--- config.mk ---
export PLATFORM = sky130hd
export DESIGN_NAME = kbc_cmd_decoder
export DESIGN_NICKNAME = d
export VERILOG_FILES = /design/src/rtl/kbc_pkg.sv /design/src/rtl/kbc_cmd_classify.sv /design/src/rtl/kbc_obf_view.sv /design/src/rtl/kbc_cmd_decoder.sv
export SDC_FILE = /design/constraint.sdc
export NUM_CORES = 1
export LEC_CHECK = 0
export ABC_CLOCK_PERIOD_IN_PS = 4560
export BUFFER_PORTS_ARGS = -buffer_cell sky130_fd_sc_hd__clkbuf_2
export CORE_MARGIN = 2
export CORE_UTILIZATION = 35
export CTS_BUF_LIST = sky130_fd_sc_hd__clkbuf_4
export CTS_CLUSTER_DIAMETER = 40
export DETAILED_ROUTE_END_ITERATION = 12
export PLACE_DENSITY_LB_ADDON = 0.15
export SYNTH_ARGS = -nofsm -noshare
export SYNTH_HDL_FRONTEND = slang
export SYNTH_HIERARCHICAL = 1
export SYNTH_SLANG_ARGS = --single-unit
--- constraint.sdc ---
create_clock -name clk -period 4.56 [get_ports clk]
set_input_delay 0.912 -clock clk [delete_from_list [all_inputs] [get_ports clk]]
set_output_delay 0.912 -clock clk [all_outputs]
set_load 0.03 [all_outputs]
--- src/rtl/kbc_pkg.sv ---
package kbc_pkg;
    localparam int BYTE_W = 8;

    localparam logic [BYTE_W-1:0] MODE_RST   = 8'h03;
    localparam logic [BYTE_W-1:0] OUTP_RST   = 8'hCF;
    localparam logic [BYTE_W-1:0] INPORT_VAL = 8'h80;
    localparam logic [BYTE_W-1:0] SELFTEST_OK = 8'h55;
    localparam logic [BYTE_W-1:0] IFTEST_OK  = 8'h00;

    localparam int MODE_AUX_OFF_BIT = 5;
    localparam int MODE_KBD_OFF_BIT = 4;
    localparam int OUTP_RST_BIT     = 0;
    localparam int OUTP_A20_BIT     = 1;
    localparam int OUTP_KOBF_BIT    = 4;
    localparam int OUTP_AOBF_BIT    = 5;

    typedef enum logic [2:0] {
        PW_NONE,
        PW_MODE,
        PW_OUTP,
        PW_KQ,
        PW_AQ,
        PW_AUXDEV
    } pend_e;

    typedef enum logic [3:0] {
        OP_NONE,
        OP_RD_MODE,
        OP_RD_OUTP,
        OP_RD_INPORT,
        OP_ARM,
        OP_AUX_OFF,
        OP_AUX_ON,
        OP_KBD_OFF,
        OP_KBD_ON,
        OP_SELFTEST,
        OP_IFTEST,
        OP_A20_ON,
        OP_A20_OFF,
        OP_RESET
    } op_e;

    typedef struct packed {
        logic [BYTE_W-1:0] mode;
        logic [BYTE_W-1:0] outp;
        logic              selftest;
        logic              cmd_flag;
        pend_e             pend;
        logic              kq_push;
        logic [BYTE_W-1:0] kq_byte;
        logic              aq_push;
        logic [BYTE_W-1:0] aq_byte;
        logic              kdev_wr;
        logic              adev_wr;
        logic [BYTE_W-1:0] dev_byte;
        logic              rst_req;
    } kbc_state_t;
endpackage

--- src/rtl/kbc_cmd_classify.sv ---
module kbc_cmd_classify
    import kbc_pkg::*;
(
    input  logic [BYTE_W-1:0] cmd_byte,
    output op_e               op,
    output pend_e             arm_code
);
    localparam logic [3:0] PULSE_NIB = 4'hF;

    always_comb begin
        op       = OP_NONE;
        arm_code = PW_NONE;
        if (cmd_byte[BYTE_W-1 -: 4] == PULSE_NIB) begin
            op = cmd_byte[0] ? OP_NONE : OP_RESET;
        end else begin
            unique case (cmd_byte)
                8'h20: op = OP_RD_MODE;
                8'hD0: op = OP_RD_OUTP;
                8'hC0: op = OP_RD_INPORT;
                8'h60: begin op = OP_ARM; arm_code = PW_MODE;   end
                8'hD1: begin op = OP_ARM; arm_code = PW_OUTP;   end
                8'hD2: begin op = OP_ARM; arm_code = PW_KQ;     end
                8'hD3: begin op = OP_ARM; arm_code = PW_AQ;     end
                8'hD4: begin op = OP_ARM; arm_code = PW_AUXDEV; end
                8'hA7: op = OP_AUX_OFF;
                8'hA8: op = OP_AUX_ON;
                8'hAD: op = OP_KBD_OFF;
                8'hAE: op = OP_KBD_ON;
                8'hAA: op = OP_SELFTEST;
                8'hA9, 8'hAB: op = OP_IFTEST;
                8'hDF: op = OP_A20_ON;
                8'hDD: op = OP_A20_OFF;
                default: op = OP_NONE;
            endcase
        end
    end
endmodule

--- src/rtl/kbc_obf_view.sv ---
module kbc_obf_view
    import kbc_pkg::*;
(
    input  logic              kbd_avail,
    input  logic              aux_avail,
    input  logic              selftest,
    input  logic              cmd_flag,
    input  logic [BYTE_W-1:0] outp_stored,
    output logic [BYTE_W-1:0] status,
    output logic [BYTE_W-1:0] outp_view
);
    localparam logic [BYTE_W-1:0] OBF_MASK =
        (BYTE_W'(1) << OUTP_KOBF_BIT) | (BYTE_W'(1) << OUTP_AOBF_BIT);

    logic any_obf;
    logic aux_obf;

    always_comb begin
        any_obf = kbd_avail | aux_avail;
        aux_obf = aux_avail & ~kbd_avail;
        status  = {1'b0, 1'b0, aux_obf, 1'b1, cmd_flag, selftest, 1'b0, any_obf};
        outp_view = (outp_stored & ~OBF_MASK)
                  | (BYTE_W'(any_obf) << OUTP_KOBF_BIT)
                  | (BYTE_W'(aux_obf) << OUTP_AOBF_BIT);
    end
endmodule

--- src/rtl/kbc_cmd_decoder.sv ---
module kbc_cmd_decoder
    import kbc_pkg::*;
(
    input  logic              clk,
    input  logic              rst_n,
    input  logic              wr_en,
    input  logic              wr_cmd,
    input  logic [BYTE_W-1:0] wr_byte,
    input  logic              kbd_avail,
    input  logic              aux_avail,
    output logic [BYTE_W-1:0] status_o,
    output logic              kq_push,
    output logic [BYTE_W-1:0] kq_byte,
    output logic              aq_push,
    output logic [BYTE_W-1:0] aq_byte,
    output logic              kdev_wr,
    output logic              adev_wr,
    output logic [BYTE_W-1:0] dev_byte,
    output logic              a20_o,
    output logic              sys_reset_req
);
    kbc_state_t        st_d, st_q;
    op_e               op;
    pend_e             arm_code;
    logic [BYTE_W-1:0] outp_view;

    kbc_cmd_classify i_classify (
        .cmd_byte (wr_byte),
        .op       (op),
        .arm_code (arm_code)
    );

    kbc_obf_view i_view (
        .kbd_avail   (kbd_avail),
        .aux_avail   (aux_avail),
        .selftest    (st_q.selftest),
        .cmd_flag    (st_q.cmd_flag),
        .outp_stored (st_q.outp),
        .status      (status_o),
        .outp_view   (outp_view)
    );

    always_comb begin
        st_d         = st_q;
        st_d.kq_push = 1'b0;
        st_d.aq_push = 1'b0;
        st_d.kdev_wr = 1'b0;
        st_d.adev_wr = 1'b0;
        st_d.rst_req = 1'b0;
        if (wr_en && wr_cmd) begin
            st_d.cmd_flag = 1'b1;
            unique case (op)
                OP_RD_MODE:   begin st_d.kq_push = 1'b1; st_d.kq_byte = st_q.mode; end
                OP_RD_OUTP:   begin st_d.kq_push = 1'b1; st_d.kq_byte = outp_view; end
                OP_RD_INPORT: begin st_d.kq_push = 1'b1; st_d.kq_byte = INPORT_VAL; end
                OP_ARM:       st_d.pend = arm_code;
                OP_AUX_OFF:   st_d.mode[MODE_AUX_OFF_BIT] = 1'b1;
                OP_AUX_ON:    st_d.mode[MODE_AUX_OFF_BIT] = 1'b0;
                OP_KBD_OFF:   st_d.mode[MODE_KBD_OFF_BIT] = 1'b1;
                OP_KBD_ON:    st_d.mode[MODE_KBD_OFF_BIT] = 1'b0;
                OP_SELFTEST: begin
                    st_d.selftest = 1'b1;
                    st_d.kq_push  = 1'b1;
                    st_d.kq_byte  = SELFTEST_OK;
                end
                OP_IFTEST:    begin st_d.kq_push = 1'b1; st_d.kq_byte = IFTEST_OK; end
                OP_A20_ON:    st_d.outp[OUTP_A20_BIT] = 1'b1;
                OP_A20_OFF:   st_d.outp[OUTP_A20_BIT] = 1'b0;
                OP_RESET:     st_d.rst_req = 1'b1;
                default: ;
            endcase
        end else if (wr_en) begin
            st_d.cmd_flag = 1'b0;
            st_d.pend     = PW_NONE;
            unique case (st_q.pend)
                PW_MODE: st_d.mode = wr_byte;
                PW_OUTP: begin
                    st_d.outp    = wr_byte;
                    st_d.rst_req = ~wr_byte[OUTP_RST_BIT];
                end
                PW_KQ:     begin st_d.kq_push = 1'b1; st_d.kq_byte = wr_byte; end
                PW_AQ:     begin st_d.aq_push = 1'b1; st_d.aq_byte = wr_byte; end
                PW_AUXDEV: begin st_d.adev_wr = 1'b1; st_d.dev_byte = wr_byte; end
                default:   begin st_d.kdev_wr = 1'b1; st_d.dev_byte = wr_byte; end
            endcase
        end
    end

    always_ff @(posedge clk) begin
        if (!rst_n) begin
            st_q          <= '0;
            st_q.mode     <= MODE_RST;
            st_q.outp     <= OUTP_RST;
            st_q.cmd_flag <= 1'b1;
            st_q.pend     <= PW_NONE;
        end else begin
            st_q <= st_d;
        end
    end

    assign kq_push       = st_q.kq_push;
    assign kq_byte       = st_q.kq_byte;
    assign aq_push       = st_q.aq_push;
    assign aq_byte       = st_q.aq_byte;
    assign kdev_wr       = st_q.kdev_wr;
    assign adev_wr       = st_q.adev_wr;
    assign dev_byte      = st_q.dev_byte;
    assign a20_o         = st_q.outp[OUTP_A20_BIT];
    assign sys_reset_req = st_q.rst_req;
endmodule

Word level (Yosys, flattened, before mapping) --
Index checks and enable logic that the tools add are counted.
Storage, ports and cells: bits in registers 50, input port bits 14, output and inout bits 38, logic and storage cells 113
Cells by class: eq/ne operators 41, mux-type cells 25, bitwise operators 10, reductions and logical operators 21
Operators with widths (count):
- $eq A8 B8 Y1 const B | 15
- $pmux W4 S12 | 1
- $pmux W9 S5 | 1
- $mux W32 | 1
- $eq A4 B4 Y1 const B | 7
- $reduce_and A3 Y1 | 8
- $mux W9 | 2
- $eq A4 B3 Y1 const B | 4
- $mux W8 | 2
- $pmux W3 S5 | 1
- $mux W14 | 1
- $mux W12 | 1
- $reduce_or A5 Y1 | 2
- $ne A3 B1 Y1 const B | 3
- $eq A4 B2 Y1 const B | 2
- $eq A8 B6 Y1 const B | 1
- $eq A8 B7 Y1 const B | 1
- $mux W4 | 2
- $or A8 B5 Y8 | 1
- $or A8 B6 Y8 | 1
- $reduce_bool A2 Y1 | 4
- $eq A3 B2 Y1 const B | 2
- $eq A3 B3 Y1 const B | 2
- $mux W1 | 6
- 16 further kinds | 26

Longest topological paths before layout --
depth in word-level cells 7, depth in mapped cells 10, gate-level depth less buffers 8

Cells and area by module --
Netlist, hierarchy kept.
Modules (own cells, without submodules):
- kbc_cmd_decoder | instances 1, cells an instance 255, area an instance 2290.9 um2, seq. area each 1001.0 um2
- kbc_cmd_classify | instances 1, cells an instance 58, area an instance 379.1 um2, seq. area each 0.0 um2
- kbc_obf_view | instances 1, cells an instance 20, area an instance 140.1 um2, seq. area each 0.0 um2

Least setup slack after synthesis --
OpenSTA, ideal clock, no wires.
kind in2reg, start point input wr_byte[7], end point register st_q, in the netlist kq_byte[1], library setup time 66 ps, arrival 2704 ps, data required time 4494 ps, slack 1790 ps, cell stages on the path 10, path buffers 2, cells stage by stage buf_6 > nor4_1 > a21oi_1 > or4_1 > nand4_1 > buf_2 > nor2_1 > nor4_1 > a222oi_1 > nor2_1
Between the ends: longest elaborated chain between the ends 7, elaborated cells on any way between the ends 31, those cells by class eq/ne: 24; mux: 4; reduce/logical: 3
RTL lines:
- start, declared | line kbc_cmd_decoder.sv:8 | input logic [BYTE_W-1:0] wr_byte,
- $eq A8 B7 Y1 or $eq A8 B8 Y1 (tied branches) | line kbc_cmd_classify.sv:16 | unique case (cmd_byte)
- $reduce_or A5 Y1 (no line) or $reduce_or A2 Y1 (tied branches)
- $pmux W4 S12 | line kbc_cmd_classify.sv:16
- $mux W4 * | line kbc_cmd_classify.sv:13 | if (cmd_byte[BYTE_W-1 -: 4] == PULSE_NIB) begin
- via op[0] | line kbc_cmd_decoder.sv:23 | op_e op;
- $eq A4 B4 Y1, or another cell as far along | line kbc_cmd_decoder.sv:52 | unique case (op)
- $ne A6 B1 Y1 (no line) or $pmux W9 S5 (tied branches)
- $reduce_and A3 Y1 (no line) or $mux W12 (tied branches)
- end signal, assigned | line kbc_cmd_decoder.sv:97 | st_q <= st_d;
- end, declared | line kbc_cmd_decoder.sv:22 | kbc_state_t st_d, st_q;
Mark *: on every way through the listed nets, which the timed path passes. The rest lies on a longest branch. A chain may end at the register's enable or synchronous reset.

Worst setup path after layout --
start point input wr_byte[3], end point register st_q, in the netlist kq_byte[7]
Between the ends: longest elaborated chain between the ends 7, elaborated cells on any way between the ends 30, those cells by class eq/ne: 23; mux: 4; reduce/logical: 3
RTL lines (line):
- $eq A8 B7 Y1 or $eq A8 B8 Y1 (tied branches) | kbc_cmd_classify.sv:16
- $reduce_or A5 Y1 (no line) or $reduce_or A2 Y1 (tied branches)
- $pmux W4 S12 * | kbc_cmd_classify.sv:16
- $mux W4 * | kbc_cmd_classify.sv:13
- via op[0] | kbc_cmd_decoder.sv:23
- $eq A4 B4 Y1, or another cell as far along | kbc_cmd_decoder.sv:52
- $ne A6 B1 Y1 (no line) or $pmux W9 S5 (tied branches)
- $reduce_and A3 Y1 (no line) or $mux W12 (tied branches)
Marks and branches as above.

==> impl_metrics.tcl <==
set metrics [dict create \
    cp.arrival_ns 3.58 \
    grt-busiest-layer "met2" \
    clock_path_buffers 2 \
    max_slew.worst_pin.slew_ns 0.936 \
    num_io_pins 52 \
    clkSinkCount 48 \
    peakVddDrop_v 0.000141 \
    required_ns 4.84 \
    dr.pass1.iters 4 \
    min_period_ns 3.30 \
    clk_latency_ns 0.36 \
    final-max-slew-violation-count 0 \
    drtAntennaViolNets 0 \
    layout-drive-gt1-share_pct 20.4 \
    leakage_nw 1.16 \
    coreArea_um2 7650 \
    dieWidth_um 92.6 \
    cp_slowest_stage_delay_ns 0.69 \
    via_count 2211 \
    syn_avg_cell_area_um2 8.45 \
    grt_overflow_total 0 \
    grt_usage_pct 16.3 \
    cp.depth 9 \
    grt_pass1_wl_um 11000 \
    post_cts_buffers 0 \
    grt_pass1_vias 2147 \
    hold_viol_final 0 \
    worst-path-buf-inv 1 \
    path_class "input port to flip-flop" \
    skew_ns 0.00987 \
    viasPerCell 5.25 \
    p_per_area_nw_per_um2 263 \
    dpl.hpwl_um 4640 \
    drtIter0Drc 138 \
    routabilityCongestion 0.815 \
    endpoint_kind "flip-flop" \
    slew-limit-headroom_pct 37.2 \
    yosysWarnings 6 \
    rsz0062_at_grt "no" \
    cts_tree "yes" \
    crit_fanout 19 \
    cpMostUsedCell "nor2_1" \
    fmax_mhz 303 \
    grt_use_met3_pct 2.85 \
    fin_crit_sh_pct 72.4 \
    io_buffers 47 \
    cts_max_level 2 \
    use_met1_pct 21.7 \
    reg2reg_depth 4 \
    worstHoldPathCells 2 \
    wl_per_cell_um 15.6 \
    diodes 0 \
    route.detailed.drc 0 \
    cts_hold_buf 0 \
    outcome "finished, final reports clean" \
    r2r_slack_ns 2.87 \
    cts-root-buf "clkbuf_4" \
    synth_area_um2 2750 \
    drv_cap 0 \
    grt_max_degree 34 \
    setup_violations 0 \
    die-area_um2 8570 \
    rows 32 \
    fin_nets 332 \
    area_growth_pct 0.502 \
    antenna_found_initial 0 \
    slowest_stage "nor4_1" \
    cp_cell_sequence "clkbuf_2 -> and3_1 -> a21oi_1 -> or4_1 -> nand4_1 -> nor2_1 -> nor4_1 -> a222oi_1 -> nor2_1" \
    initial_utilization_pct 35.9 \
    numCtsBuffers 5 \
    cp-start-kind "input port" \
    tns_ns 0 \
    hp-class "flip-flop to flip-flop" \
    use_met2_pct 27.3 \
    die_h_um 92.6 \
    synthesis.instances 325 \
    wirelength_um 6580 \
    totalPowerFinal_w 0.000726 \
    post_cts_resized 0 \
    cpLargestDelayFamily "simple AND/OR/NAND/NOR gates" \
    path_clk_slew_ns 0.13 \
]
## layout make-up
type | count | area, µm²
fill | 842 | 4890
multi-input combinational | 211 | 1360
sequential | 48 | 961
timing repair buffer | 48 | 243
tap | 102 | 128
clock buffer | 7 | 52.6
inverter | 4 | 15.0
clock inverter | 1 | 3.75
## stage by stage
step	util (%)	std cells	hold slack [ns]	setup slack (ns)	area (µm²)
floorplan	-	327	0.437	1.79	2750
global route	36.1	421	0.490	1.03	2760
detailed placement	35.3	413	0.457	0.879	2700
CTS	36.1	421	0.475	1.26	2760
global placement	35.3	413	0.448	0.906	2700
finish	36.1	421	0.471	1.26	2760
## layout by cell type (no fill, tap or decap), types with 3 or more instances in the layout
cell and n:
nor3_1 5, clkbuf_4 7, a22oi_1 7, a222oi_1 4
o2bb2ai_1 4, and3_1 3, dfxtp_1 48, nor3b_1 3
nand2b_1 8, nor2b_1 6, a22o_1 3, nor2_1 40
o211a_1 3, mux2i_1 23, conb_1 4, a21oi_1 11
nand3_1 13, a31oi_1 4, nand2_1 22, o21ai_0 8
nor4_1 3, inv_1 3, clkbuf_2 47
## flip-flops by register name (all words and copies together), names as in the netlist
register,flops
aq_byte,8
kq_push,1
st_q,18
adev_wr,1
kdev_wr,1
aq_push,1
a20_o,1
dev_byte,8
kq_byte,8
sys_reset_req,1
## routing by layer
layer,up-vias,part of all wire (%)
met2,66,47
met4,0,1.0
met1,1044,48
li1,1093,-
met5,-,0
met3,8,4.7
## worst min-delay path: cells and delay by family, from the launching register on
family           cells  cell delay, ns
flip-flops           1            0.33
AND/OR/NAND/NOR      1            0.05
AO/OA/AOI/OAI        1            0.05
## path summary, 6_finish.rpt
path | from | to
min reg2reg | kq_byte[6]$_SDFFE_PN0P_ | kq_byte[6]$_SDFFE_PN0P_
max reg2reg | st_q[29]$_SDFFE_PN0P_ | dev_byte[7]$_SDFFE_PN0P_
max | wr_byte[3] | kq_byte[7]$_SDFFE_PN0P_
min | kq_byte[6]$_SDFFE_PN0P_ | kq_byte[6]$_SDFFE_PN0P_
## power breakdown
part | internal, W | leakage [nW] | switching [W]
sequential | 0.000425 | 0.389 | 0.00000279
combinational | 0.0000278 | 0.740 | 0.0000670
clock | 0.0000715 | 0.0338 | 0.000132
(Power assumes the default switching activity.)
